### src/rtl/stamp_pkg.sv
package stamp_pkg;
  localparam int SEL_W = 4;
  localparam int WIPE_BIT = 0;
  localparam int SNAP_BIT = 1;

  typedef struct packed {
    logic             snap;
    logic             wipe;
    logic             load;
    logic [SEL_W-1:0] loadIdx;
  } snap_cmd_t;
endpackage

### src/rtl/stamp_free_count.sv
module stamp_free_count #(
  parameter int COUNT_W = 64,
  parameter int REG_W   = 32
) (
  input  logic               clk,
  input  logic               rst,
  output logic [COUNT_W-1:0] countNow
);
  localparam int NUM_SEG = COUNT_W / REG_W;

  logic [NUM_SEG-1:0] carry;
  assign carry[0] = 1'b1;

  for (genvar g = 0; g < NUM_SEG; g++) begin : g_seg
    logic [REG_W-1:0] segVal;
    always_ff @(posedge clk) begin
      if (rst)           segVal <= '0;
      else if (carry[g]) segVal <= segVal + REG_W'(1);
    end
    assign countNow[g*REG_W +: REG_W] = segVal;
    if (g + 1 < NUM_SEG) begin : g_chain
      assign carry[g+1] = carry[g] & (&segVal);
    end
  end
endmodule

### src/rtl/stamp_snap_regs.sv
module stamp_snap_regs
  import stamp_pkg::*;
#(
  parameter int COUNT_W = 64,
  parameter int REG_W   = 32
) (
  input  logic               clk,
  input  logic               rst,
  input  snap_cmd_t          cmd,
  input  logic [REG_W-1:0]   wrData,
  input  logic [COUNT_W-1:0] countNow,
  output logic [COUNT_W-1:0] snapFlat
);
  localparam int NUM_SEG = COUNT_W / REG_W;

  for (genvar g = 0; g < NUM_SEG; g++) begin : g_word
    logic [REG_W-1:0] word;
    always_ff @(posedge clk) begin
      if (rst)           word <= '0;
      else if (cmd.wipe) word <= '0;
      else if (cmd.snap) word <= countNow[g*REG_W +: REG_W];
      else if (cmd.load && cmd.loadIdx == SEL_W'(g)) word <= wrData;
    end
    assign snapFlat[g*REG_W +: REG_W] = word;
  end
endmodule

### src/rtl/stamp_reg_ctrl.sv
module stamp_reg_ctrl
  import stamp_pkg::*;
#(
  parameter int COUNT_W  = 64,
  parameter int REG_W    = 32,
  parameter int ADDR_W   = 12,
  parameter int CTRL_OFS = 'hA0
) (
  input  logic               clk,
  input  logic               rst,
  input  logic               wrEn,
  input  logic [ADDR_W-1:0]  addr,
  input  logic [REG_W-1:0]   wrData,
  input  logic [COUNT_W-1:0] snapFlat,
  output snap_cmd_t          cmd,
  output logic [REG_W-1:0]   rdData
);
  localparam int NUM_SEG = COUNT_W / REG_W;
  localparam logic [REG_W-1:0] CMD_MASK =
    (REG_W'(1) << WIPE_BIT) | (REG_W'(1) << SNAP_BIT);

  logic [REG_W-1:0]   ctrlStore;
  logic               hitCtrl;
  logic [NUM_SEG-1:0] hitWord;

  assign hitCtrl = (addr == ADDR_W'(CTRL_OFS));
  for (genvar g = 0; g < NUM_SEG; g++) begin : g_dec
    assign hitWord[g] = (addr == ADDR_W'(CTRL_OFS + 4 * (g + 1)));
  end

  always_comb begin
    cmd = '0;
    if (wrEn && hitCtrl) begin
      cmd.snap = wrData[SNAP_BIT];
      cmd.wipe = wrData[WIPE_BIT];
    end
    for (int k = 0; k < NUM_SEG; k++) begin
      if (wrEn && hitWord[k]) begin
        cmd.load    = 1'b1;
        cmd.loadIdx = SEL_W'(k);
      end
    end
  end

  always_ff @(posedge clk) begin
    if (rst)                  ctrlStore <= '0;
    else if (wrEn && hitCtrl) ctrlStore <= wrData & ~CMD_MASK;
  end

  always_comb begin
    rdData = '0;
    if (hitCtrl) rdData = ctrlStore;
    for (int k = 0; k < NUM_SEG; k++) begin
      if (hitWord[k]) rdData = snapFlat[k*REG_W +: REG_W];
    end
  end
endmodule

### src/rtl/stamp_counter.sv
module stamp_counter
  import stamp_pkg::*;
#(
  parameter int COUNT_W  = 64,
  parameter int REG_W    = 32,
  parameter int ADDR_W   = 12,
  parameter int CTRL_OFS = 'hA0
) (
  input  logic              clk,
  input  logic              rst,
  input  logic              wrEn,
  input  logic [ADDR_W-1:0] addr,
  input  logic [REG_W-1:0]  wrData,
  output logic [REG_W-1:0]  rdData
);
  snap_cmd_t          cmd;
  logic [COUNT_W-1:0] countNow;
  logic [COUNT_W-1:0] snapFlat;

  stamp_free_count #(.COUNT_W(COUNT_W), .REG_W(REG_W)) u_count (
    .clk(clk), .rst(rst), .countNow(countNow)
  );

  stamp_snap_regs #(.COUNT_W(COUNT_W), .REG_W(REG_W)) u_snap (
    .clk(clk), .rst(rst), .cmd(cmd), .wrData(wrData),
    .countNow(countNow), .snapFlat(snapFlat)
  );

  stamp_reg_ctrl #(.COUNT_W(COUNT_W), .REG_W(REG_W), .ADDR_W(ADDR_W),
                   .CTRL_OFS(CTRL_OFS)) u_ctrl (
    .clk(clk), .rst(rst), .wrEn(wrEn), .addr(addr), .wrData(wrData),
    .snapFlat(snapFlat), .cmd(cmd), .rdData(rdData)
  );
endmodule

### config.mk
export PLATFORM = sky130hd
export DESIGN_NAME = stamp_counter
export DESIGN_NICKNAME = d
export VERILOG_FILES = /design/src/rtl/stamp_pkg.sv /design/src/rtl/stamp_free_count.sv /design/src/rtl/stamp_snap_regs.sv /design/src/rtl/stamp_reg_ctrl.sv /design/src/rtl/stamp_counter.sv
export SDC_FILE = /design/constraint.sdc
export NUM_CORES = 1
export LEC_CHECK = 0
export BUFFER_PORTS_ARGS = -buffer_cell sky130_fd_sc_hd__buf_2
export CAP_MARGIN = 20
export CORE_MARGIN = 2
export CORE_UTILIZATION = 40
export CTS_CLUSTER_DIAMETER = 150
export DETAILED_ROUTE_END_ITERATION = 16
export GPL_ROUTABILITY_DRIVEN = 0
export PLACE_DENSITY_LB_ADDON = 0.15
export RECOVER_POWER = 50
export SLEW_MARGIN = 0
export SYNTH_ARGS = -nofsm -noshare
export SYNTH_HDL_FRONTEND = slang
export SYNTH_SLANG_ARGS = --single-unit
export TNS_END_PERCENT = 50
### constraint.sdc
create_clock -name clk -period 1.9 [get_ports clk]
set_input_delay 0.095 -clock clk [delete_from_list [all_inputs] [get_ports clk]]
set_output_delay 0.095 -clock clk [all_outputs]
set_load 0.1 [all_outputs]
==> metrics.cfg, run 1 <==
[clocking]
cts-root-buf = clkbuf_16
clock_sinks = 158
cts_buffers = 17
clkLatencyLatePin_ns = 0.44
clk_path_buf_depth = 2
cts_tree = done
clk_pin_slew_ns = 0.06
htreeDepth = 4

[worst_setup_path]
critPathMaxFanout = 12
crit_start = u_count.g_seg[1].segVal[0]
max_stage_delay_ns = 0.47
start_kind = register
cp.buffers_inverters = 1
path_cells = ha_2 > nand2_2 > nor4_4 > nand4_2 > buf_12 > or4_1 > a21oi_1
endpoint_kind = register
critical_path.top_delay_family = simple AND/OR/NAND/NOR gates
required_ns = 2.26
arrival_ns = 2.28
worstReg2RegStart = u_count.g_seg[1].segVal[0]
path_class = reg2reg
worst_path_max_delay_cell = or4_1

[logic_synthesis]
synth_top_cell_by_area = dfxtp_1
synth_edf_count = 0
synth_warnings = 0
yosysSeqAreaShare_pct = 41.0
synthTopCellsByCount = dfxtp_1 (158), a21oi_1 (148), nor2_1 (108)
syn_nets = 982
avgSynthCellArea_sq_um = 8.27
syn-instance-count = 933
ys_top_cells_by_area = dfxtp_1 (41%), mux2i_1 (12%), a21oi_1 (9.6%)
ys_ff_latch = 158
ys.flop_type = dfxtp_1
netlist_area_sq_mm = 0.00771
synth_cell_types = 50
async_flop_share_pct = 0
yosysMostFrequentCell = dfxtp_1
synth_top_area_share_pct = 41.0

[routing]
vias = 7325
drtPass1Iterations = 5
viasPerCell = 5.29
drtAntennaViolNets = 0
drt_iter0_markers = 524
wire_per_inst_microns = 16.2
drt-total-wl_mm = 22.5
route.detailed.drc = 0

[run_status]
status = complete, but fails checks
violations = setup timing

[power]
powerDensity_mw_per_mm2 = 672
ir_drop_v = 0.000648
p_leak_nw = 4.39

[sta]
layout_setup_ws_ns = -0.0172
tightestPinTransition_ns = 0.470
finalMaxSlewViolations = 0
fin_hold_ws_ns = 0.0401
skew_ns = 0.0109
fmax_mhz = 522
rsz0062_at_grt = true
slew_headroom_pct = 68.7
setup_viol = 3
fin_crit_sh_pct = 101
fin_crit_ns = 1.92
hold_violations = 0

[grt]
antenna_found_initial = 0
grt_pass1_wl_mm = 36.7
grt_use_total_pct = 22.8
grt_max_degree = 86
grt_pass1_vias = 7177
overflow = 0

[cells_and_area]
diodes = 0
fillerInstances = 1691
utilization_pct = 57.6
syn_to_final_growth_pct = 40.6
drive_gt1_share_pct = 27.1
stdcell_count = 1384
nNetsFinal = 1160

[placed_design]
place_ws_ns = -0.0253
place_inst = 1313
dp_hpwl_mm = 14.9
numPortBuffers = 78

[flow_run]
maxCapViolCount = 0

[min_path]
hold_path_class = in2reg
min-delay-start = wrData[0]

[floorplanning]
die_w_microns = 143
die_y_microns = 143
die_area_sq_mm = 0.0204
num_rows = 50
coreArea_sq_mm = 0.0188
initial_core_util_pct = 41.0
ios = 79

[layer usage]
metal / GRT usage, % / up-vias / part of all wire, %
met1: 31.6 / 3465 / 49
met2: 36.2 / 153 / 45
li1: - / 3679 / -
met5: 0 / - / 0
met3: 3.66 / 28 / 4.0
met4: 7.50 / 0 / 1.8
[cells in the final DEF (no fill, tap or decap), types with 6 or more instances in the layout]
cell type,instances
dfxtp_2,12
nor3_1,8
mux2i_1,92
buf_12,40
and3_1,6
or3_1,14
nand2_1,78
nand4_1,16
nor2_2,15
nor2_4,15
or4_1,8
nor4_1,10
a21oi_1,145
nand3_1,28
dfxtp_1,146
buf_4,107
xor2_1,13
dlygate4sd3_1,32
xnor2_1,24
buf_2,45
nor2_1,78
clkbuf_16,17
o31ai_1,8
inv_1,10
o21ai_0,72
[cell type report]
| class | count | area, sq um | share of cell area, % |
|---|---|---|---|
| multi-input combinational | 696 | 4490 | 41.4 |
| sequential | 158 | 3180 | 29.3 |
| timing repair buffer | 228 | 2190 | 20.2 |
| clock buffer | 18 | 439 | 4.05 |
| tap | 260 | 325 | 3.00 |
| clock inverter | 14 | 180 | 1.66 |
| inverter | 10 | 37.5 | 0.346 |
[logic make-up (layout without fill, tap and decap cells)]
kind of cell	after synthesis	count (layout)	share of synthesized area, %
buf+inv	79	270	4.31
compound gates	240	240	16.2
mux	92	92	11.9
simple gates	325	325	22.0
flops	158	158	41.0
fa+ha+maj	2	2	0.324
xor+xnor	37	37	4.20
[tightest hold or removal path, delay by kind of cell]
family                 cells  cell delay, ns
AOI/OAI and AO/OA          2            0.18
buffers and inverters      1            0.15
[state kept, by name, indices dropped and copies added, names as in the netlist]
register,count
u_ctrl.ctrlStore,30
u_snap.g_word.word,64
u_count.g_seg.segVal,64
[power breakdown]
| part | switching [mW] | total, mW | leakage, nW | internal [mW] |
|---|---|---|---|---|
| Combinational | 0.208 | 0.368 | 2.81 | 0.160 |
| Sequential | 0.00284 | 3.32 | 1.28 | 3.32 |
| Clock | 1.47 | 3.60 | 0.304 | 2.13 |
[metrics by stage]
step,area (sq um),TNS (ns),power (mW)
finish,10800,-0.0265,7.29
CTS,10800,-0.0117,7.35
global route,10800,-1.37,7.51
floorplan,7870,-5.31,3.54
global placement,9750,-0.0371,3.71
detailed placement,9750,-0.113,3.71
[timing repair]
item / CTS / global route
endpoints found under the hold margin: 76 / 0
buffers inserted: 5 / 2
pin swaps: 4 / 10
hold buffers: 32 / 0
gates cloned: 0 / 0
setup endpoints to repair: 11 / 31
resized for setup: 15 / 15
[path summary, 6_finish.rpt]
check,end,depth (start not counted),slack (ns)
worst min-delay path,u_snap.g_word[1].word[1],3,0.04
worst min register to register,u_ctrl.ctrlStore[22],2,0.45
worst max register to register,u_count.g_seg[1].segVal[28],7,-0.02
worst max-delay path,u_count.g_seg[1].segVal[28],7,-0.02
(Power assumes the default switching activity.)
==> run 2: changes to the inputs <==
--- a/config.mk
+++ b/config.mk
@@ -7,8 +7,10 @@
 export LEC_CHECK = 0
 export BUFFER_PORTS_ARGS = -buffer_cell sky130_fd_sc_hd__buf_2
 export CAP_MARGIN = 20
+export CELL_PAD_IN_SITES_DETAIL_PLACEMENT = 1
+export CELL_PAD_IN_SITES_GLOBAL_PLACEMENT = 2
 export CORE_MARGIN = 2
-export CORE_UTILIZATION = 40
+export CORE_UTILIZATION = 32
 export CTS_CLUSTER_DIAMETER = 150
 export DETAILED_ROUTE_END_ITERATION = 16
 export GPL_ROUTABILITY_DRIVEN = 0
==> run 2 against run 1 <==
  * The flow still finishes with violations (setup timing)
  * Worst setup slack got worse by 0.049 ns
  * Combinational power grew 7.3%
  * Via count is 2.5% higher
  * Non-clock buffer count grew 14
  * Critical path type unchanged
  * Global-route usage is 1.5 points lower
  * First-iteration DRC count is 37% lower
  * Largest power group unchanged
  * Design area grew 5.4%
  * Utilization shrank 9.1 points
  * Routed wire length increased by 22%
  * Final cell count is 5.2% higher
  * Fmax down 2.5%
==> metrics.cfg, run 2 (synthesized netlist as in run 1, its figures left out) <==
[sta]
skew_ns = 0.0123  ; +0.00139 ns
setup_viol = 14  ; +11
fmax_mhz = 509  ; -2.5%
hold_violations = 0  ; unchanged
slew_headroom_pct = 61.9  ; -6.8 points
layout_setup_ws_ns = -0.0665  ; -0.0493 ns
fin_hold_ws_ns = 0.0516  ; +0.0115 ns
fin_crit_sh_pct = 103  ; +2.6 points
fin_crit_ns = 1.97  ; +0.0493 ns
tightestPinTransition_ns = 0.572  ; +0.102 ns
finalMaxSlewViolations = 0  ; unchanged
rsz0062_at_grt = true

[grt]
grt_pass1_vias = 7742  ; +7.9%
overflow = 0  ; unchanged
grt_use_total_pct = 21.3  ; -1.5 points
grt_pass1_wl_mm = 43.3  ; +18%
antenna_found_initial = 0  ; unchanged
grt_max_degree = 79  ; -8.1%

[placed_design]
numPortBuffers = 78  ; unchanged
place_inst = 1379  ; +5.0%
placed_area_sq_mm = 0.00996  ; +2.2%
dp_hpwl_mm = 18.5  ; +24%

[routing]
wire_per_inst_microns = 18.8  ; +16%
viasPerCell = 5.16  ; -2.5%
route.detailed.drc = 0  ; unchanged
drt-total-wl_mm = 27.4  ; +22%
drt_iter0_markers = 330  ; -37%
drtAntennaViolNets = 0  ; unchanged
drtPass1Iterations = 4  ; -1
vias = 7511  ; +2.5%

[cells_and_area]
drive_gt1_share_pct = 31.6  ; +4.4 points
fin_area_sq_mm = 0.0114  ; +5.4%
syn_to_final_growth_pct = 48.1
final_common_cell = a21oi_1
top_regs = u_count.g_seg.segVal (64), u_snap.g_word.word (64), u_ctrl.ctrlStore (30)
diodes = 0  ; unchanged
stdcell_count = 1456  ; +5.2%
utilization_pct = 48.5  ; -9.1 points
layout_common_cells = a21oi_1 (137), dfxtp_1 (136), buf_4 (109), mux2i_1 (92), nand2_1 (79)
nNetsFinal = 1174  ; +1.2%

[flow_run]
maxCapViolCount = 0  ; unchanged

[run_status]
status = complete, but fails checks
violations = setup timing

[worst_setup_path]
cp.depth = 7  ; unchanged
worstRegToRegCells = 7  ; unchanged
required_ns = 2.25  ; about the same
crit_path_frequent_cell = nand4_4
arrival_ns = 2.32  ; +0.04 ns
critPathMaxFanout = 8  ; -4
start_kind = register
path_class = reg2reg
path_cells = nand4_4 > nor4_4 > buf_4 > nand4_4 > buf_12 > or4_4 > a21oi_2
max_stage_delay_ns = 0.48  ; about the same
cp.buffers_inverters = 2  ; +1
worst_path_max_delay_cell = or4_4
critical_path.top_delay_family = simple AND/OR/NAND/NOR gates
endpoint_kind = register

[floorplanning]
ios = 79  ; unchanged
num_rows = 56  ; +12%
die_y_microns = 159  ; +11%
initial_core_util_pct = 32.8  ; -8.2 points
die_area_sq_mm = 0.0254  ; +24%
die_w_microns = 159  ; +11%
coreArea_sq_mm = 0.0235  ; +25%

[clocking]
clk_path_buf_depth = 2  ; unchanged
cts_tree = done
clock_sinks = 158  ; unchanged
cts-root-buf = clkbuf_16
htreeDepth = 4  ; unchanged
cts_buffers = 17  ; unchanged
clk_pin_slew_ns = 0.07  ; about the same
clkLatencyLatePin_ns = 0.42  ; -0.02 ns

[min_path]
hold_path_class = in2reg
hold_depth = 3  ; unchanged

[power]
p_leak_nw = 4.65  ; +6.0%
ir_drop_v = 0.000476  ; -27%
powerDensity_mw_per_mm2 = 673  ; +0.16%

run 2: cell count changes in the layout (fill, tap and decap cells not counted), sizes merged:
cell and delta:
buf +13, bufinv +3, clkbuf +2, clkinvlp +1
dlygate4sd3 -1, inv -5
run 2: layer usage:
layer	GRT usage [%]	routed length (microns)
met1	30.0	13500
met2	34.7	12700
met3	3.39	971
met4	3.88	297
met5	0	0
run 2: tightest hold or removal path, cell delays in order:
cell	delay [ns]
buf_2	0.15
a21o_1	0.14
a21oi_1	0.04
run 2: worst paths after layout:
kind	endpoint	startpoint	slack [ns]
setup / recovery	u_count.g_seg[1].segVal[28]	u_count.g_seg[0].segVal[13]	-0.07
hold / removal	u_snap.g_word[1].word[1]	wrData[0]	0.05
setup reg to reg	u_count.g_seg[1].segVal[28]	u_count.g_seg[0].segVal[13]	-0.07
hold reg to reg	u_ctrl.ctrlStore[15]	u_ctrl.ctrlStore[15]	0.45
run 2: what timing repair did:
| action | CTS | global route |
|---|---|---|
| hold buffers | 31 | 0 |
| resized for setup | 30 | 53 |
| cloned | 0 | 3 |
| hold endpoints to repair | 50 | 0 |
| pin swaps | 15 | 32 |
| setup endpoints to repair | 49 | 34 |
| setup buffers | 6 | 6 |
run 2: layout make-up:
| cell class | instances | area, sq um |
|---|---|---|
| fillers | 2711 | 12100 |
| multi-input cells | 696 | 4690 |
| flip-flops and latches | 158 | 3190 |
| repair buffers | 242 | 2430 |
| clock buffers | 18 | 439 |
| well taps | 319 | 399 |
| clock inverters | 13 | 238 |
| inverters | 10 | 37.5 |
run 2: power breakdown:
part	total, mW	switching [mW]	internal (mW)
combinational	0.395	0.225	0.170
sequential	3.32	0.00608	3.32
clock	3.98	1.47	2.51
total	7.69	1.70	5.99
run 2: through the flow:
step	setup slack, ns	power, mW	TNS (ns)
final	-0.0665	7.69	-0.540
after detailed placement	-0.117	3.74	-2.96
after CTS	-0.0222	7.78	-0.102
after global placement	-0.198	3.73	-1.86
after floorplan	-0.429	3.54	-5.31
after global routing	-0.145	7.96	-2.55
==> run 3: changes to the inputs <==
--- a/config.mk
+++ b/config.mk
@@ -5,17 +5,20 @@
 export SDC_FILE = /design/constraint.sdc
 export NUM_CORES = 1
 export LEC_CHECK = 0
+export ABC_AREA = 1
 export BUFFER_PORTS_ARGS = -buffer_cell sky130_fd_sc_hd__buf_2
 export CAP_MARGIN = 20
 export CELL_PAD_IN_SITES_DETAIL_PLACEMENT = 1
 export CELL_PAD_IN_SITES_GLOBAL_PLACEMENT = 2
+export CORE_ASPECT_RATIO = 0.9
 export CORE_MARGIN = 2
-export CORE_UTILIZATION = 32
+export CORE_UTILIZATION = 29
 export CTS_CLUSTER_DIAMETER = 150
 export DETAILED_ROUTE_END_ITERATION = 16
 export GPL_ROUTABILITY_DRIVEN = 0
 export PLACE_DENSITY_LB_ADDON = 0.15
 export RECOVER_POWER = 50
+export SETUP_SLACK_MARGIN = 0.02
 export SLEW_MARGIN = 0
 export SYNTH_ARGS = -nofsm -noshare
 export SYNTH_HDL_FRONTEND = slang
==> run 3 against run 2 <==
  * The run now ends clean
  * First-iteration DRC count is 42% higher
  * Sequential power about the same
  * Total power shrank 3.7%
  * Fmax increased by 9.2%
  * Utilization is 11 points lower
  * Worst setup slack better by 0.17 ns
  * Die area up 25%
  * Register-to-register slack better by 0.17 ns
  * Non-clock buffer count is 84 lower
  * Final cell count rose by 33%
  * Combinational power down 36%
  * Via count rose by 25%
  * Critical path type unchanged
  * Critical endpoint is now u_count.g_seg[1].segVal[0]
  * Largest cell class unchanged
==> metrics.cfg, run 3 <==
[logic_synthesis]
netlist_area_sq_mm = 0.00875  ; +13%
yosysSeqAreaShare_pct = 36.1  ; -4.9 points
ys_top_cells_by_area = dfxtp_1 (36%), nand2_1 (16%), nand3_1 (11%)
synth_top_area_share_pct = 36.1  ; -4.9 points
synthTopCellsByCount = nand2_1 (373), nand3_1 (196), inv_1 (184)
avgSynthCellArea_sq_um = 6.18  ; -25%
synth_warnings = 0  ; unchanged
syn_nets = 1465  ; +49%
yosysMostFrequentCell = nand2_1
async_flop_share_pct = 0  ; unchanged
syn-instance-count = 1416  ; +52%
ys.flop_type = dfxtp_1
synth_top_cell_by_area = dfxtp_1
synth_cell_types = 33  ; -34%
ys_ff_latch = 158  ; unchanged
synth_edf_count = 0  ; unchanged

[routing]
wire_per_inst_microns = 17.6  ; -6.5%
route.detailed.drc = 0  ; unchanged
drtAntennaViolNets = 0  ; unchanged
drtPass1Iterations = 4  ; unchanged
drt_iter0_markers = 467  ; +42%
vias = 9407  ; +25%
drt-total-wl_mm = 34.1  ; +24%
viasPerCell = 4.86  ; -5.8%

[min_path]
min_to = u_ctrl.ctrlStore[16]
hold_depth = 3  ; unchanged
hold_path_class = in2reg
min-delay-start = wrData[16]

[cells_and_area]
multi_input_area_sq_mm = 0.00453  ; -3.5%
layout_common_cells = nand2_1 (373), nand3_1 (197), inv_1 (184), dfxtp_1 (155), o21ai_0 (137)
fin_area_sq_mm = 0.0111  ; -3.0%
fillerInstances = 3879  ; +43%
drive_gt1_share_pct = 13.8  ; -18 points
stdcell_count = 1936  ; +33%
syn_to_final_growth_pct = 26.6
utilization_pct = 37.2  ; -11 points
seqCellArea_sq_mm = 0.00317  ; -0.75%
final_common_cell = nand2_1
top_regs = u_count.g_seg.segVal (64), u_snap.g_word.word (64), u_ctrl.ctrlStore (30)
nNetsFinal = 1569  ; +34%
diodes = 0  ; unchanged

[sta]
slew_headroom_pct = 50.6  ; -11 points
fin_crit_ns = 1.80  ; -0.166 ns
setup_viol = 0  ; -14
skew_ns = 0.0119  ; -0.000395 ns
layout_setup_ws_ns = 0.0991  ; +0.166 ns
finalMaxSlewViolations = 0  ; unchanged
fmax_mhz = 555  ; +9.2%
hold_violations = 0  ; unchanged
rsz0062_at_grt = true
tightestPinTransition_ns = 0.741  ; +0.170 ns
fin_crit_sh_pct = 94.8  ; -8.7 points

[power]
power.total_mw = 7.41  ; -3.7%
powerDensity_mw_per_mm2 = 669  ; -0.72%
ir_drop_v = 0.000603  ; +27%
switching_share_pct = 23.7  ; +1.6 points
p_seq_share_pct = 44.8  ; +1.6 points
p_int_mw = 5.66  ; -5.6%
combPwrFrac_pct = 3.4  ; -1.7 points
p_leak_nw = 4.93  ; +6.0%
pwr-share-clk_pct = 51.8  ; about the same
power_switching_mw = 1.75  ; +3.2%

[grt]
antenna_found_initial = 0  ; unchanged
grt_use_total_pct = 22.3  ; +1.0 points
grt_pass1_vias = 9557  ; +23%
grt_max_degree = 63  ; -20%
grt_pass1_wl_mm = 54.7  ; +26%
overflow = 0  ; unchanged

[placed_design]
numPortBuffers = 78  ; unchanged
place_ws_ns = -0.00692  ; +0.110 ns
placed_area_sq_mm = 0.0104  ; +4.6%
place_inst = 1897  ; +38%
dp_hpwl_mm = 25.7  ; +39%

[floorplanning]
die_y_microns = 169  ; +6.0%
ios = 79  ; unchanged
die_w_microns = 187  ; +18%
initial_core_util_pct = 29.4  ; -3.4 points
num_rows = 60  ; +7.1%
coreArea_sq_mm = 0.0298  ; +27%
die_area_sq_mm = 0.0316  ; +25%

[clocking]
cts-root-buf = clkbuf_16
cts_buffers = 17  ; unchanged
clk_pin_slew_ns = 0.07  ; about the same
clock_sinks = 158  ; unchanged
htreeDepth = 4  ; unchanged
cts_tree = done
clkLatencyLatePin_ns = 0.44  ; +0.02 ns
clk_path_buf_depth = 2  ; unchanged

[worst_setup_path]
critPathMaxFanout = 17  ; +9
required_ns = 2.25  ; about the same
r2r_end = u_count.g_seg[1].segVal[0]
r2r_slack_ns = 0.1  ; +0.17 ns
worstReg2RegStart = u_count.g_seg[0].segVal[1]
arrival_ns = 2.15  ; -0.17 ns
start_kind = register
worstRegToRegCells = 10  ; +3
endpoint_kind = register
path_class = reg2reg

[run_status]
status = finished, final reports clean

[flow_run]
maxCapViolCount = 0  ; unchanged

==> run 3: metrics by stage <==
stage	setup TNS [ns]	hold slack [ns]
2_1_floorplan	-0.851	0.288
3_3_place_gp	0	0.426
3_5_place_dp	-0.00692	0.438
4_1_cts	0	0.00192
5_1_grt	-0.0387	0.0115
6_report	0	0.00883
==> run 3: power by group through the flow <==
stage	logic, mW	registers [mW]	clock network [mW]
2_1_floorplan	0.0877	3.40	0
3_3_place_gp	0.250	3.39	0
3_5_place_dp	0.251	3.39	0
4_1_cts	0.258	3.32	3.93
5_1_grt	0.277	3.32	4.07
6_report	0.253	3.32	3.84
==> run 3: worst max-delay path by stage <==
stage,end,startpoint,depth (start not counted)
2_1_floorplan,rdData[0],addr[11],7
3_3_place_gp,rdData[29],addr[11],9
3_5_place_dp,u_count.g_seg[1].segVal[12],u_count.g_seg[0].segVal[0],10
4_1_cts,rdData[21],addr[9],11
5_1_grt,u_count.g_seg[1].segVal[0],u_count.g_seg[0].segVal[1],10
6_report,u_count.g_seg[1].segVal[0],u_count.g_seg[0].segVal[1],10
==> run 3: cell type report <==
type	instances	area share (%)
multi-input combinational	994	40.9
timing repair buffer	158	13.7
inverter	191	6.50
clock buffer	18	3.96
clock inverter	14	1.83
tap	403	4.55
sequential	158	28.6
==> run 3: critical path, cell delays in order, from the launching register on <==
cell	delay, ns
dfxtp_1	0.35
ha_1	0.17
nand2_1	0.08
nor2_2	0.10
nand2_1	0.12
inv_2	0.09
nand2_1	0.11
nor2_4	0.22
buf_6	0.22
nand2_1	0.09
a21oi_1	0.16
==> run 3: what timing repair did <==
| action | in CTS | in global routing |
|---|---|---|
| cloned | 0 | 0 |
| buffers inserted | 0 | 3 |
| gates resized for setup | 2 | 9 |
| setup endpoints to repair | 19 | 48 |
| pin swaps | 0 | 1 |
| endpoints found under the hold margin | 4 | 0 |
| hold buffers | 4 | 0 |
==> run 3: logic make-up after synthesis <==
| group | after synthesis | synth area share, % |
|---|---|---|
| adders and majority gates | 2 | 0.286 |
| AOI/OAI and AO/OA | 230 | 13.2 |
| buffers and inverters | 264 | 12.2 |
| xor gates and xnor gates | 16 | 1.60 |
| and+or+nand+nor | 746 | 36.6 |
| DFF | 158 | 36.1 |
==> run 3: per-layer routing <==
| layer | up-vias | routed length (microns) | track usage (%) |
|---|---|---|---|
| met5 | - | 0 | 0 |
| met4 | 0 | 389 | 5.11 |
| met3 | 16 | 1050 | 3.23 |
| met2 | 145 | 15300 | 36.5 |
| met1 | 4528 | 17400 | 31.2 |
| li1 | 4718 | - | - |
